==> src/rtl/iex_pkg.sv <==
package iex_pkg;

    localparam int XLEN_DEFAULT = 32;

    typedef enum logic [3:0] {
        OP_ADD_R    = 4'd0,
        OP_ADD_I5   = 4'd1,
        OP_ADD_I16  = 4'd2,
        OP_AND_R    = 4'd3,
        OP_AND_I16  = 4'd4,
        OP_CMP_R    = 4'd5,
        OP_CMP_I5   = 4'd6,
        OP_SWAP_HW  = 4'd7,
        OP_SWAP_W   = 4'd8,
        OP_CMOV_R   = 4'd9,
        OP_CMOV_I5  = 4'd10
    } iex_op_e;

    typedef struct packed {
        logic cy;
        logic ov;
        logic s;
        logic z;
    } iex_flags_t;

    // Evaluate a 4-bit condition against the flag word; bit 3 inverts.
    function automatic logic cond_true(input logic [3:0] cc, input iex_flags_t f);
        logic base;
        case (cc[2:0])
            3'd0:    base = f.ov;
            3'd1:    base = f.cy;
            3'd2:    base = f.z;
            3'd3:    base = f.cy | f.z;
            3'd4:    base = f.s;
            3'd5:    base = 1'b1;
            3'd6:    base = f.s ^ f.ov;
            default: base = (f.s ^ f.ov) | f.z;
        endcase
        return base ^ cc[3];
    endfunction

endpackage

==> src/rtl/iex_addsub.sv <==
module iex_addsub #(
    parameter int W = 32
) (
    input  logic         sub,
    input  logic [W-1:0] opa,
    input  logic [W-1:0] opb,
    output logic [W-1:0] sum,
    output logic         carry,
    output logic         ovf
);
    localparam int MSB = W - 1;

    logic [W-1:0] opb_eff;
    logic [W:0]   wide;

    always_comb begin
        opb_eff = sub ? ~opb : opb;
        wide    = {1'b0, opa} + {1'b0, opb_eff} + {{W{1'b0}}, sub};
        sum     = wide[W-1:0];
        // Subtraction reports a borrow, the inverse of the adder's carry.
        carry   = sub ? ~wide[W] : wide[W];
        ovf     = (opa[MSB] == opb_eff[MSB]) && (sum[MSB] != opa[MSB]);
    end
endmodule

==> src/rtl/iex_byteswap.sv <==
module iex_byteswap #(
    parameter int W = 32
) (
    input  logic         whole_word,
    input  logic [W-1:0] din,
    output logic [W-1:0] dout,
    output logic         any_zero_byte
);
    localparam int NB = W / 8;

    logic [W-1:0] rev_w;
    logic [W-1:0] rev_h;

    genvar gi;
    generate
        for (gi = 0; gi < NB; gi++) begin : g_byte
            assign rev_w[gi*8 +: 8] = din[(NB-1-gi)*8 +: 8];
            assign rev_h[gi*8 +: 8] = din[(gi ^ 1)*8 +: 8];
        end
    endgenerate

    always_comb begin
        dout          = whole_word ? rev_w : rev_h;
        any_zero_byte = 1'b0;
        for (int b = 0; b < NB; b++) begin
            if (dout[b*8 +: 8] == 8'h00) any_zero_byte = 1'b1;
        end
    end
endmodule

==> src/rtl/int_exec_unit.sv <==
module int_exec_unit
    import iex_pkg::*;
#(
    parameter int XLEN = XLEN_DEFAULT
) (
    input  logic [3:0]      op_code,
    input  logic [XLEN-1:0] src_a,
    input  logic [XLEN-1:0] src_b,
    input  logic [4:0]      imm5,
    input  logic [15:0]     imm16,
    input  logic [3:0]      cond_code,
    input  logic [3:0]      flags_in,
    output logic [XLEN-1:0] result,
    output logic            wr_en,
    output logic [3:0]      flags_out,
    output logic [3:0]      flags_mask
);
    localparam int MSB = XLEN - 1;

    iex_op_e    op;
    iex_flags_t fin;
    iex_flags_t fnew;

    logic [XLEN-1:0] sx5, sx16, zx16;
    logic [XLEN-1:0] as_a, as_b, as_sum, sw_out;
    logic            as_sub, as_cy, as_ov, sw_zb, cond_ok, res_zero;

    assign op   = iex_op_e'(op_code);
    assign fin  = iex_flags_t'(flags_in);
    assign sx5  = {{(XLEN-5){imm5[4]}}, imm5};
    assign sx16 = {{(XLEN-16){imm16[15]}}, imm16};
    assign zx16 = {{(XLEN-16){1'b0}}, imm16};

    // Operand steering for the shared adder/subtractor.
    always_comb begin
        as_a   = src_b;
        as_b   = src_a;
        as_sub = 1'b0;
        case (op)
            OP_ADD_I5:  as_b = sx5;
            OP_ADD_I16: begin as_a = src_a; as_b = sx16; end
            OP_CMP_R:   as_sub = 1'b1;
            OP_CMP_I5:  begin as_b = sx5; as_sub = 1'b1; end
            default:    ;
        endcase
    end

    iex_addsub #(.W(XLEN)) u_addsub (
        .sub   (as_sub),
        .opa   (as_a),
        .opb   (as_b),
        .sum   (as_sum),
        .carry (as_cy),
        .ovf   (as_ov)
    );

    iex_byteswap #(.W(XLEN)) u_swap (
        .whole_word    (op == OP_SWAP_W),
        .din           (src_b),
        .dout          (sw_out),
        .any_zero_byte (sw_zb)
    );

    assign cond_ok = cond_true(cond_code, fin);

    // Result and write-enable selection.
    always_comb begin
        result = '0;
        wr_en  = 1'b0;
        case (op)
            OP_ADD_R, OP_ADD_I5, OP_ADD_I16: begin result = as_sum; wr_en = 1'b1; end
            OP_CMP_R, OP_CMP_I5:             result = as_sum;
            OP_AND_R:                        begin result = src_b & src_a; wr_en = 1'b1; end
            OP_AND_I16:                      begin result = src_a & zx16;  wr_en = 1'b1; end
            OP_SWAP_HW, OP_SWAP_W:           begin result = sw_out; wr_en = 1'b1; end
            OP_CMOV_R:                       begin result = cond_ok ? src_a : src_b; wr_en = 1'b1; end
            OP_CMOV_I5:                      begin result = cond_ok ? sx5   : src_b; wr_en = 1'b1; end
            default:                         ;
        endcase
    end

    assign res_zero = (result == '0);

    // Flag computation and merge with the incoming flag word.
    always_comb begin
        fnew       = fin;
        flags_mask = 4'b0000;
        case (op)
            OP_ADD_R, OP_ADD_I5, OP_ADD_I16, OP_CMP_R, OP_CMP_I5: begin
                fnew       = '{cy: as_cy, ov: as_ov, s: result[MSB], z: res_zero};
                flags_mask = 4'b1111;
            end
            OP_AND_R: begin
                fnew.ov = 1'b0; fnew.s = result[MSB]; fnew.z = res_zero;
                flags_mask = 4'b0111;
            end
            OP_AND_I16: begin
                fnew.ov = 1'b0; fnew.s = 1'b0; fnew.z = res_zero;
                flags_mask = 4'b0111;
            end
            OP_SWAP_HW, OP_SWAP_W: begin
                fnew       = '{cy: sw_zb, ov: 1'b0, s: result[MSB], z: res_zero};
                flags_mask = 4'b1111;
            end
            default: ;
        endcase
        flags_out = fnew;
    end

    // Assertions guarding the flag and write-enable logic.
    always_comb begin
        if (flags_mask[0] && op != OP_CMOV_R && op != OP_CMOV_I5)
            p_zero_tracks_result_r3: assert (flags_out[0] == (result == '0))
                else $error("Z flag disagrees with result");
        if (op == OP_CMP_R || op == OP_CMP_I5)
            p_compare_no_write_r6: assert (!wr_en)
                else $error("compare asserted write-enable");
        if (op == OP_AND_I16)
            p_andi_sign_clear_r5: assert (!flags_out[1] && !flags_out[2] && flags_out[3] == flags_in[3])
                else $error("AND-immediate flag rule broken");
        if (op == OP_SWAP_HW || op == OP_SWAP_W)
            p_swap_ov_clear_r9: assert (!flags_out[2] && flags_mask == 4'b1111)
                else $error("byte swap flag rule broken");
        if (op == OP_CMOV_R || op == OP_CMOV_I5)
            p_cmov_flags_kept_r10: assert (flags_mask == 4'b0000 && flags_out == flags_in && wr_en)
                else $error("conditional move touched flags");
        if (op_code > 4'd10)
            p_undef_inert_r12: assert (!wr_en && flags_mask == 4'b0000 && flags_out == flags_in)
                else $error("undefined op had an effect");
    end
endmodule

==> config.mk <==
export PLATFORM = sky130hd
export DESIGN_NAME = int_exec_unit
export DESIGN_NICKNAME = d
export VERILOG_FILES = /design/src/rtl/iex_pkg.sv /design/src/rtl/iex_addsub.sv /design/src/rtl/iex_byteswap.sv /design/src/rtl/int_exec_unit.sv
export SDC_FILE = /design/constraint.sdc
export NUM_CORES = 1
export LEC_CHECK = 0
export ABC_AREA = 1
export ABC_CLOCK_PERIOD_IN_PS = 9500
export BUFFER_PORTS_ARGS = -buffer_cell sky130_fd_sc_hd__buf_4
export CAP_MARGIN = 40
export CORE_MARGIN = 4
export CORE_UTILIZATION = 50
export DETAILED_ROUTE_END_ITERATION = 8
export PLACE_DENSITY = 0.75
export SLEW_MARGIN = 10
export SYNTH_ARGS = -nofsm -noshare
export SYNTH_HDL_FRONTEND = slang
export SYNTH_SLANG_ARGS = --single-unit
export TNS_END_PERCENT = 1
==> constraint.sdc <==
create_clock -name vclk -period 9.5
set_clock_uncertainty 0.2 [all_clocks]
set_input_delay 1.425 -clock vclk [all_inputs]
set_output_delay 1.425 -clock vclk [all_outputs]
set_load 0.02 [all_outputs]
==> impl_metrics.ini <==
[drt]
ant_nets = 0
first_pass_iters = 6
wire_per_inst_um = 19.2
vias = 8065
via_per_inst = 6.01
drt_iter0_drc = 1023
wl_um = 25800
drc_errors = 0

[pwr]
power.total_uw = 636
vdd_drop_max_mv = 0.0492
power.density_nw_per_um2 = 95.4
leakage_nw = 3.67

[layout]
seq_area_um2 = 0
final_core_util_pct = 61.0
final_common_cell = nand2_1
layout.nets = 1334
nClkBuffers = 0
fillers = 1191
final_area_um2 = 6670
num_antenna_cells = 0
final_cell_mix = nand2_1, inv_1, buf_4
stdcell_count = 1343
area_growth_pct = 18.2
drive_above_1_share_pct = 16.6
nFlopsAndLatches = 0

[hold_path]
hold_class = input port to output pin

[timing]
relSlewSlack_pct = 40.1
report.final.slew_viol_count = 0
max_freq_ghz = 0.125
period_minus_slack_ps = 7970
worstMarginPinSlew_ps = 895
finalCritPeriodShare_pct = 83.9
setup_viol = 0
timing.setup.tns_ps = 0
hold_violations = 0
rsz0062_at_grt = false

[critical_path]
worst_setup_path_end_kind = output pin
startpoint = op_code[1]
cp_slowest_cell = nand2_4
critical_path_cell_count = 27
critPathBufInv = 4
start_kind = input port
cp.required_ps = 7880
worst_path_most_repeated_cell = nand2_1
path_max_fanout = 79
crit_path_end = flags_out[0]
critPathKind = input port to output pin
cp_data_arrival_time_ps = 6350
cpPeakStageDelay_ps = 570
crit_family = simple AND/OR/NAND/NOR gates

[synthesis]
synthCells = 1106
ys_seq_area_share_pct = 0
synth_area_um2 = 5640
synth_area_per_cell_um2 = 5.10
synth_cell_types = 50
syn-num-nets = 1235
yosysWarnings = 0

[cts]
ctsResizeCount = 0
post_cts_buffers = 0
postCtsHoldBufs = 0

[global_routing]
antenna_found_initial = 0
overflow = 0
grt_pass1_vias = 7392
grt_pass1_wl_um = 39300
track_usage_pct = 37.8
grt_max_degree = 80

[status]
status = finished, final reports clean

[placement]
place_inst = 1343
globalplace.congestion = 1.09
detailedPlacementHpwl_um = 21000
dpl_cell_area_um2 = 6670
port_buffers = 138

[floorplan]
initial_core_util_pct = 51.6
die_y_um = 114
boundaryPins = 138
die_area_um2 = 13000
fp.coreArea_um2 = 10900
rows = 38
die_width_um = 114

[job]
maxCapViolations = 0
[synth_stat cells (all sizes together), types with 7 or more instances]
| library cell | count | share of area [%] |
|---|---|---|
| xor2 | 30 | 4.7 |
| nand3 | 102 | 10 |
| nor2 | 109 | 7.8 |
| nand3b | 12 | 1.6 |
| a22oi | 7 | 0.93 |
| o22ai | 29 | 3.2 |
| or2 | 7 | 0.78 |
| nor3 | 15 | 1.3 |
| o21ai | 133 | 12 |
| a21oi | 70 | 6.5 |
| inv | 163 | 11 |
| clkbuf | 19 | 1.3 |
| buf | 28 | 3.3 |
| ha | 31 | 6.9 |
| nand4 | 12 | 1.3 |
| nand2 | 299 | 21 |
[final cells by class]
cell class / count / area, um^2 / area share [%]
inverters: 163 / 614 / 9.22
multi-input cells: 896 / 4770 / 71.5
well taps: 140 / 175 / 2.63
repair buffers: 144 / 1110 / 16.6
[tightest hold or removal path, cell delays in order]
cell     delay, ps
buf_4           90
nand2_1         50
nand2_1         60
buf_4          130
[logic make-up after synthesis]
group | count (synthesis) | share of synthesized area [%]
simple gates | 562 | 45.3
xor+xnor | 32 | 4.97
fa+ha+maj | 32 | 7.23
compound gates | 269 | 26.8
mux | 1 | 0.200
buf+inv | 210 | 15.5
[per-layer routing]
layer  GRT usage [%]  wire, um  vias up
li1                -         -     3862
met1            50.6     10200     3592
met2            60.1     11100      532
met3            9.88      3580       79
met4            10.2       905        0
met5               0         0        -
[how the worst min path moves through the flow]
stage	startpoint	to	slack, ps	depth (start not counted)
after floorplan	op_code[3]	wr_en	2800	1
after global placement	flags_in[0]	flags_out[0]	2970	4
after detailed placement	flags_in[0]	flags_out[0]	2980	4
after CTS	flags_in[0]	flags_out[0]	2980	4
after global routing	flags_in[0]	flags_out[0]	2990	4
final	flags_in[0]	flags_out[0]	2980	4
[power by group]
| part | leakage [nW] | switching [mW] | internal [mW] |
|---|---|---|---|
| registers | 0 | 0 | 0 |
| logic | 3.67 | 0.419 | 0.216 |
| clock network | 0 | 0 | 0 |
[through the flow]
step | worst slack (ps) | hold slack [ps]
5_1_grt | 1170 | 2990
6_report | 1530 | 2980
4_1_cts | 1680 | 2980
3_5_place_dp | 1680 | 2980
2_1_floorplan | 3160 | 2800
3_3_place_gp | 1720 | 2970
Note: power is estimated with default switching activity, not from simulation.
